`src/rtl/ms_timer_pkg.sv`:
```
package ms_timer_pkg;
  localparam int OFS_STATUS = 'h08;
  localparam int OFS_COUNT  = 'h34;
  localparam int OFS_PERIOD = 'h38;

  localparam int BIT_RUN    = 15;
  localparam int BIT_IEN    = 14;
  localparam int BIT_EVT    = 13;

  typedef struct packed {
    logic run;
    logic ien;
    logic evt;
  } ctrl_t;
endpackage

```
`src/rtl/ms_prescaler.sv`:
```
module ms_prescaler #(
  parameter int CLKS_PER_MS = 100000
) (
  input  logic clk,
  input  logic rst_n,
  input  logic run,
  output logic tick
);
  generate
    if (CLKS_PER_MS <= 1) begin : g_direct
      assign tick = run;
    end else begin : g_div
      localparam int PW = $clog2(CLKS_PER_MS);
      localparam logic [PW-1:0] LAST = PW'(CLKS_PER_MS - 1);
      logic [PW-1:0] phase_q;

      always_ff @(posedge clk or negedge rst_n) begin
        if (!rst_n)          phase_q <= '0;
        else if (!run)       phase_q <= '0;
        else if (phase_q == LAST) phase_q <= '0;
        else                 phase_q <= phase_q + 1'b1;
      end

      assign tick = run && (phase_q == LAST);

      // an idle prescaler restarts from phase zero
      a_r4_idle_restart: assert property (@(posedge clk) disable iff (!rst_n)
        !run |=> (phase_q == '0));
      // ticks never come on back-to-back cycles
      a_r2_tick_spacing: assert property (@(posedge clk) disable iff (!rst_n)
        tick |=> !tick);
    end
  endgenerate
endmodule

```
`src/rtl/ms_count_unit.sv`:
```
module ms_count_unit #(
  parameter int CNT_W = 10
) (
  input  logic             clk,
  input  logic             rst_n,
  input  logic             run,
  input  logic             tick,
  input  logic [CNT_W-1:0] period,
  output logic [CNT_W-1:0] count,
  output logic             event_o
);
  logic [CNT_W-1:0] count_q;
  logic [CNT_W:0]   next_val;
  logic             reach;

  assign next_val = {1'b0, count_q} + 1'b1;
  assign reach    = (period != '0) && (next_val >= {1'b0, period});
  assign event_o  = run && tick && reach;

  always_ff @(posedge clk or negedge rst_n) begin
    if (!rst_n)                 count_q <= '0;
    else if (!run)              count_q <= '0;
    else if (tick) begin
      if (period == '0 || reach) count_q <= '0;
      else                       count_q <= next_val[CNT_W-1:0];
    end
  end

  assign count = count_q;

  // the count only steps by one or returns to zero
  a_r2_step_or_zero: assert property (@(posedge clk) disable iff (!rst_n)
    (count_q != $past(count_q)) |-> ((count_q == $past(count_q) + 1'b1) || (count_q == '0)));
  // a zero period produces no event
  a_r5_zero_period_silent: assert property (@(posedge clk) disable iff (!rst_n)
    (period == '0) |-> !event_o);
  // an event leaves the count at zero
  a_r3_event_reloads: assert property (@(posedge clk) disable iff (!rst_n)
    event_o |=> (count_q == '0));
endmodule

```
`src/rtl/ms_status_unit.sv`:
```
module ms_status_unit
  import ms_timer_pkg::*;
(
  input  logic  clk,
  input  logic  rst_n,
  input  logic  wr_status,
  input  logic  wr_run,
  input  logic  wr_ien,
  input  logic  wr_evt_clr,
  input  logic  event_i,
  output ctrl_t ctrl,
  output logic  irq
);
  ctrl_t ctrl_q;

  always_ff @(posedge clk or negedge rst_n) begin
    if (!rst_n) begin
      ctrl_q <= '0;
    end else begin
      if (wr_status) begin
        ctrl_q.run <= wr_run;
        ctrl_q.ien <= wr_ien;
      end
      if (event_i)                      ctrl_q.evt <= 1'b1;
      else if (wr_status && wr_evt_clr) ctrl_q.evt <= 1'b0;
    end
  end

  assign ctrl = ctrl_q;
  assign irq  = ctrl_q.evt & ctrl_q.ien;

  // the line is never high without its enable
  a_r7_irq_needs_enable: assert property (@(posedge clk) disable iff (!rst_n)
    irq |-> ctrl_q.ien);
  // an event is always recorded, even against a clear
  a_r6_event_wins: assert property (@(posedge clk) disable iff (!rst_n)
    event_i |=> ctrl_q.evt);
  // a clear with no competing event empties the flag
  a_r6_clear_works: assert property (@(posedge clk) disable iff (!rst_n)
    (wr_status && wr_evt_clr && !event_i) |=> !ctrl_q.evt);
endmodule

```
`src/rtl/ms_periodic_timer.sv`:
```
module ms_periodic_timer
  import ms_timer_pkg::*;
#(
  parameter int CLKS_PER_MS = 100000,
  parameter int PERIOD_W    = 10,
  parameter int ADDR_W      = 8,
  parameter int DATA_W      = 32
) (
  input  logic              clk,
  input  logic              rst_n,
  input  logic              bus_wr,
  input  logic [ADDR_W-1:0] bus_addr,
  input  logic [DATA_W-1:0] bus_wdata,
  output logic [DATA_W-1:0] bus_rdata,
  output logic              irq
);
  localparam logic [ADDR_W-1:0] A_STATUS = ADDR_W'(OFS_STATUS);
  localparam logic [ADDR_W-1:0] A_COUNT  = ADDR_W'(OFS_COUNT);
  localparam logic [ADDR_W-1:0] A_PERIOD = ADDR_W'(OFS_PERIOD);

  logic                tick;
  logic                evt;
  logic [PERIOD_W-1:0] period_q;
  logic [PERIOD_W-1:0] count;
  ctrl_t               ctrl;
  logic                wr_status;

  assign wr_status = bus_wr && (bus_addr == A_STATUS);

  always_ff @(posedge clk or negedge rst_n) begin
    if (!rst_n)                               period_q <= '0;
    else if (bus_wr && bus_addr == A_PERIOD)  period_q <= bus_wdata[PERIOD_W-1:0];
  end

  ms_prescaler #(.CLKS_PER_MS(CLKS_PER_MS)) u_pre (
    .clk  (clk),
    .rst_n(rst_n),
    .run  (ctrl.run),
    .tick (tick)
  );

  ms_count_unit #(.CNT_W(PERIOD_W)) u_cnt (
    .clk    (clk),
    .rst_n  (rst_n),
    .run    (ctrl.run),
    .tick   (tick),
    .period (period_q),
    .count  (count),
    .event_o(evt)
  );

  ms_status_unit u_stat (
    .clk       (clk),
    .rst_n     (rst_n),
    .wr_status (wr_status),
    .wr_run    (bus_wdata[BIT_RUN]),
    .wr_ien    (bus_wdata[BIT_IEN]),
    .wr_evt_clr(bus_wdata[BIT_EVT]),
    .event_i   (evt),
    .ctrl      (ctrl),
    .irq       (irq)
  );

  always_comb begin
    bus_rdata = '0;
    case (bus_addr)
      A_STATUS: begin
        bus_rdata[BIT_RUN] = ctrl.run;
        bus_rdata[BIT_IEN] = ctrl.ien;
        bus_rdata[BIT_EVT] = ctrl.evt;
      end
      A_COUNT:  bus_rdata[PERIOD_W-1:0] = count;
      A_PERIOD: bus_rdata[PERIOD_W-1:0] = period_q;
      default:  bus_rdata = '0;
    endcase
  end

  // with counting stopped the count reads zero one cycle later
  a_r4_stopped_zero: assert property (@(posedge clk) disable iff (!rst_n)
    !ctrl.run |=> (count == '0));
  // the flag rises only on an event from the count unit
  a_r3_flag_from_event: assert property (@(posedge clk) disable iff (!rst_n)
    $rose(ctrl.evt) |-> $past(evt));
endmodule

```
`config.mk`:
```
export PLATFORM = sky130hd
export DESIGN_NAME = ms_periodic_timer
export DESIGN_NICKNAME = d
export VERILOG_FILES = /design/src/rtl/ms_timer_pkg.sv /design/src/rtl/ms_prescaler.sv /design/src/rtl/ms_count_unit.sv /design/src/rtl/ms_status_unit.sv /design/src/rtl/ms_periodic_timer.sv
export SDC_FILE = /design/constraint.sdc
export NUM_CORES = 1
export LEC_CHECK = 0
export ABC_AREA = 1
export BUFFER_PORTS_ARGS = -buffer_cell sky130_fd_sc_hd__buf_2
export CORE_AREA = 2 2 84 86
export CTS_CLUSTER_DIAMETER = 100
export DETAILED_ROUTE_END_ITERATION = 6
export DIE_AREA = 0 0 86 88
export GPL_ROUTABILITY_DRIVEN = 0
export PLACE_DENSITY = 0.68
export SETUP_SLACK_MARGIN = 0.15
export SYNTH_ARGS = -nofsm -noshare
export SYNTH_HDL_FRONTEND = slang
export SYNTH_HIERARCHICAL = 1
export SYNTH_SLANG_ARGS = --single-unit
```
`constraint.sdc`:
```
create_clock -name clk -period 5.12 [get_ports clk]
set_input_delay 1.024 -clock clk [delete_from_list [all_inputs] [get_ports clk]]
set_output_delay 1.024 -clock clk [all_outputs]
set_load 0.005 [all_outputs]
```
==> impl_metrics.json <==
{
  "crit_cells": 7,
  "drtPass1Iterations": 4,
  "path_class": "in -> out",
  "reg2reg_slack_ns": 2.54,
  "yosysWarnings": 6,
  "cts_setup_buffers": 0,
  "grt_max_degree": 41,
  "worstRegToRegCells": 14,
  "wl_per_cell_um": 11.1,
  "finalHoldViolations": 0,
  "max_freq_mhz": 301,
  "min_from": "u_pre/g_div.phase_q[0]$_DFF_PN0_",
  "antenna_found_initial": 0,
  "place_area_mm2": 0.00307,
  "worstReg2RegEnd": "u_stat/ctrl[0]$_DFFE_PN0P_",
  "cts_buffers": 5,
  "clk_latency_ns": 0.30,
  "post_cts_resized": 0,
  "finalSetupViolations": 0,
  "design_area_mm2": 0.00317,
  "hold_class": "reg -> reg",
  "startpoint_type": "input pin",
  "clk_pin_slew_ns": 0.08,
  "core_area_mm2": 0.00664,
  "cts_tree": "built",
  "synth_ff_type": "dfrtp_1",
  "critPathTopFamily": "simple AND/OR/NAND/NOR gates",
  "layout_common_cells": "125 x nand2_1, 50 x inv_1, 45 x nor2_1",
  "die_h_um": 88,
  "arrival_ns": 2.30,
  "synth_edf_count": 0,
  "nFillCells": 672,
  "final-seq-area_mm2": 0.00100,
  "vias": 2543,
  "drcViolationCount": 0,
  "grt_overflow_total": 0,
  "final_common_cell": "nand2_1",
  "drv_slew": 0,
  "post-synth-top-area-cell": "dfrtp_1",
  "hold_path_depth": 1,
  "cp.required_ns": 4.10,
  "min_period_ns": 3.32,
  "grt_pass1_wl_mm": 10.4,
  "worstReg2RegStart": "u_cnt/count[0]$_DFFE_PN0P_",
  "antenna_left": 0,
  "drv_cap": 0,
  "synth_seq_cells": 40,
  "die_w_um": 86,
  "postSynthAreaPerCell_um2": 6.98,
  "finalSetupTns_ns": 0,
  "layout_setup_ws_ns": 1.80,
  "hold_buffers": 0,
  "outcome": "finished, final reports clean",
  "wl_mm": 5.92,
  "ys_seq_area_share_pct": 34.6,
  "tightest_slew_ns": 0.897,
  "peakVddDrop_v": 0.000126,
  "drive_above_1_share_pct": 19.6,
  "cts_buffer_depth": 2,
  "antennaDiodeCount": 0,
  "worst-path-buf-inv": 2,
  "io_buffers": 37,
  "cts_sinks": 40,
  "netlist_instances": 415,
  "total_power_uw": 741,
  "clock_skew_ns": 0.0115,
  "crit_top_cell": "nand2_1",
  "cp_cell_sequence": "buf_2 > nor2_1 > nand2_1 > nor2_2 > nand2_1 > nand2_1 > buf_2",
  "dieArea_mm2": 0.00757,
  "io_pins": 76,
  "cts_root_buffer": "clkbuf_8",
  "htreeDepth": 2,
  "dp_hpwl_mm": 4.49,
  "power.leakage_nw": 1.80,
  "rsz0062_at_grt": "no",
  "initial_utilization_pct": 43.6,
  "path_max_fanout": 20,
  "syn2layout_area_growth_pct": 9.37,
  "viasPerCell": 4.76,
  "ys_types": 29,
  "grt_pass1_vias": 2328,
  "synth_top_area_share_pct": 34.6,
  "synthArstFlopShare_pct": 100,
  "cp-end-kind": "output pin",
  "min_to": "u_pre/g_div.phase_q[0]$_DFF_PN0_",
  "synth_top_cells_by_area": "dfrtp_1 35%, nand2_1 16%, nand3_1 7.4%",
  "dpl_worst_slack_ns": 1.77,
  "grt_usage_pct": 17.1,
  "drtIter0Drc": 128,
  "crit_path_max_incr_delay_ns": 0.59,
  "max_slew_margin_pct": 40.2,
  "multi_input_area_mm2": 0.00157,
  "slowest_stage": "nor2_2",
  "finalCritPeriodShare_pct": 64.9,
  "synth_area_mm2": 0.00290,
  "rows": 30,
  "final_nets": 508,
  "power_density_mw_per_mm2": 234
}
## stage by stage
step / hold WS [ns] / utilization, % / cells
finish: 0.491 / 47.7 / 534
detailed placement: 0.483 / 46.3 / 526
CTS: 0.494 / 47.7 / 534
global route: 0.523 / 47.7 / 534
global placement: 0.473 / 46.3 / 526
floorplan: 0.451 / - / 433
## routing by layer
layer  global-route usage, %  part of all wire (%)  vias to the layer above
li1                        -                     -                     1322
met1                    22.4                    46                     1131
met2                    29.0                    47                       81
met3                    3.02                   5.0                        9
met4                    5.48                   1.5                        0
met5                       0                     0                        -
## logic make-up after synthesis
group | after synthesis | share of synthesized area, %
and+or+nand+nor | 259 | 41.4
AOI/OAI and AO/OA | 11 | 2.33
buffers and inverters | 83 | 13.7
DFF | 40 | 34.6
other | 1 | 0.129
xor gates and xnor gates | 9 | 2.72
adders and majority gates | 12 | 5.18
## synthesized netlist by cell type (2+ instances only)
master   number
xor2_1        8
a21oi_1       3
nor3_2        4
buf_4        20
nor2_2       10
nand3_2       2
o21ai_0       2
nand2_2      10
nor2_4        5
dfrtp_1      40
nand2_1     125
ha_1         12
inv_2         9
nand3_1      43
nor2_1       45
nand4_1       7
nor3_1        5
buf_2         2
inv_1        50
o21ai_1       3
nand2_4       2
## cell type report
class	count	share of cell area, %
Multi-Input combinational cell	310	49.4
Sequential cell	40	31.6
Inverter	59	6.99
Timing Repair Buffer	37	5.85
Tap cell	80	3.16
Clock buffer	7	2.73
Clock inverter	1	0.237
## report_power, final
group,switching (mW),internal (mW),leakage [nW]
Sequential,0.0303,0.345,0.533
Clock,0.116,0.110,0.0445
Combinational,0.0912,0.0497,1.22
## worst max path at each step
stage	end	start	slack, ns
3_5_place_dp	bus_rdata[5]	bus_addr[7]	1.77
6_report	bus_rdata[4]	bus_addr[7]	1.80
5_1_grt	bus_rdata[5]	bus_addr[7]	1.55
4_1_cts	bus_rdata[5]	bus_addr[7]	1.77
2_1_floorplan	bus_rdata[0]	bus_addr[0]	2.45
3_3_place_gp	bus_rdata[5]	bus_addr[7]	1.81
## state kept, by name, summed over array words and instances (netlist names)
name,flops
u_pre/g_div.phase_q,17
period_q,10
u_stat/ctrl,3
u_cnt/count,10
Note: power is estimated with default switching activity, not from simulation.
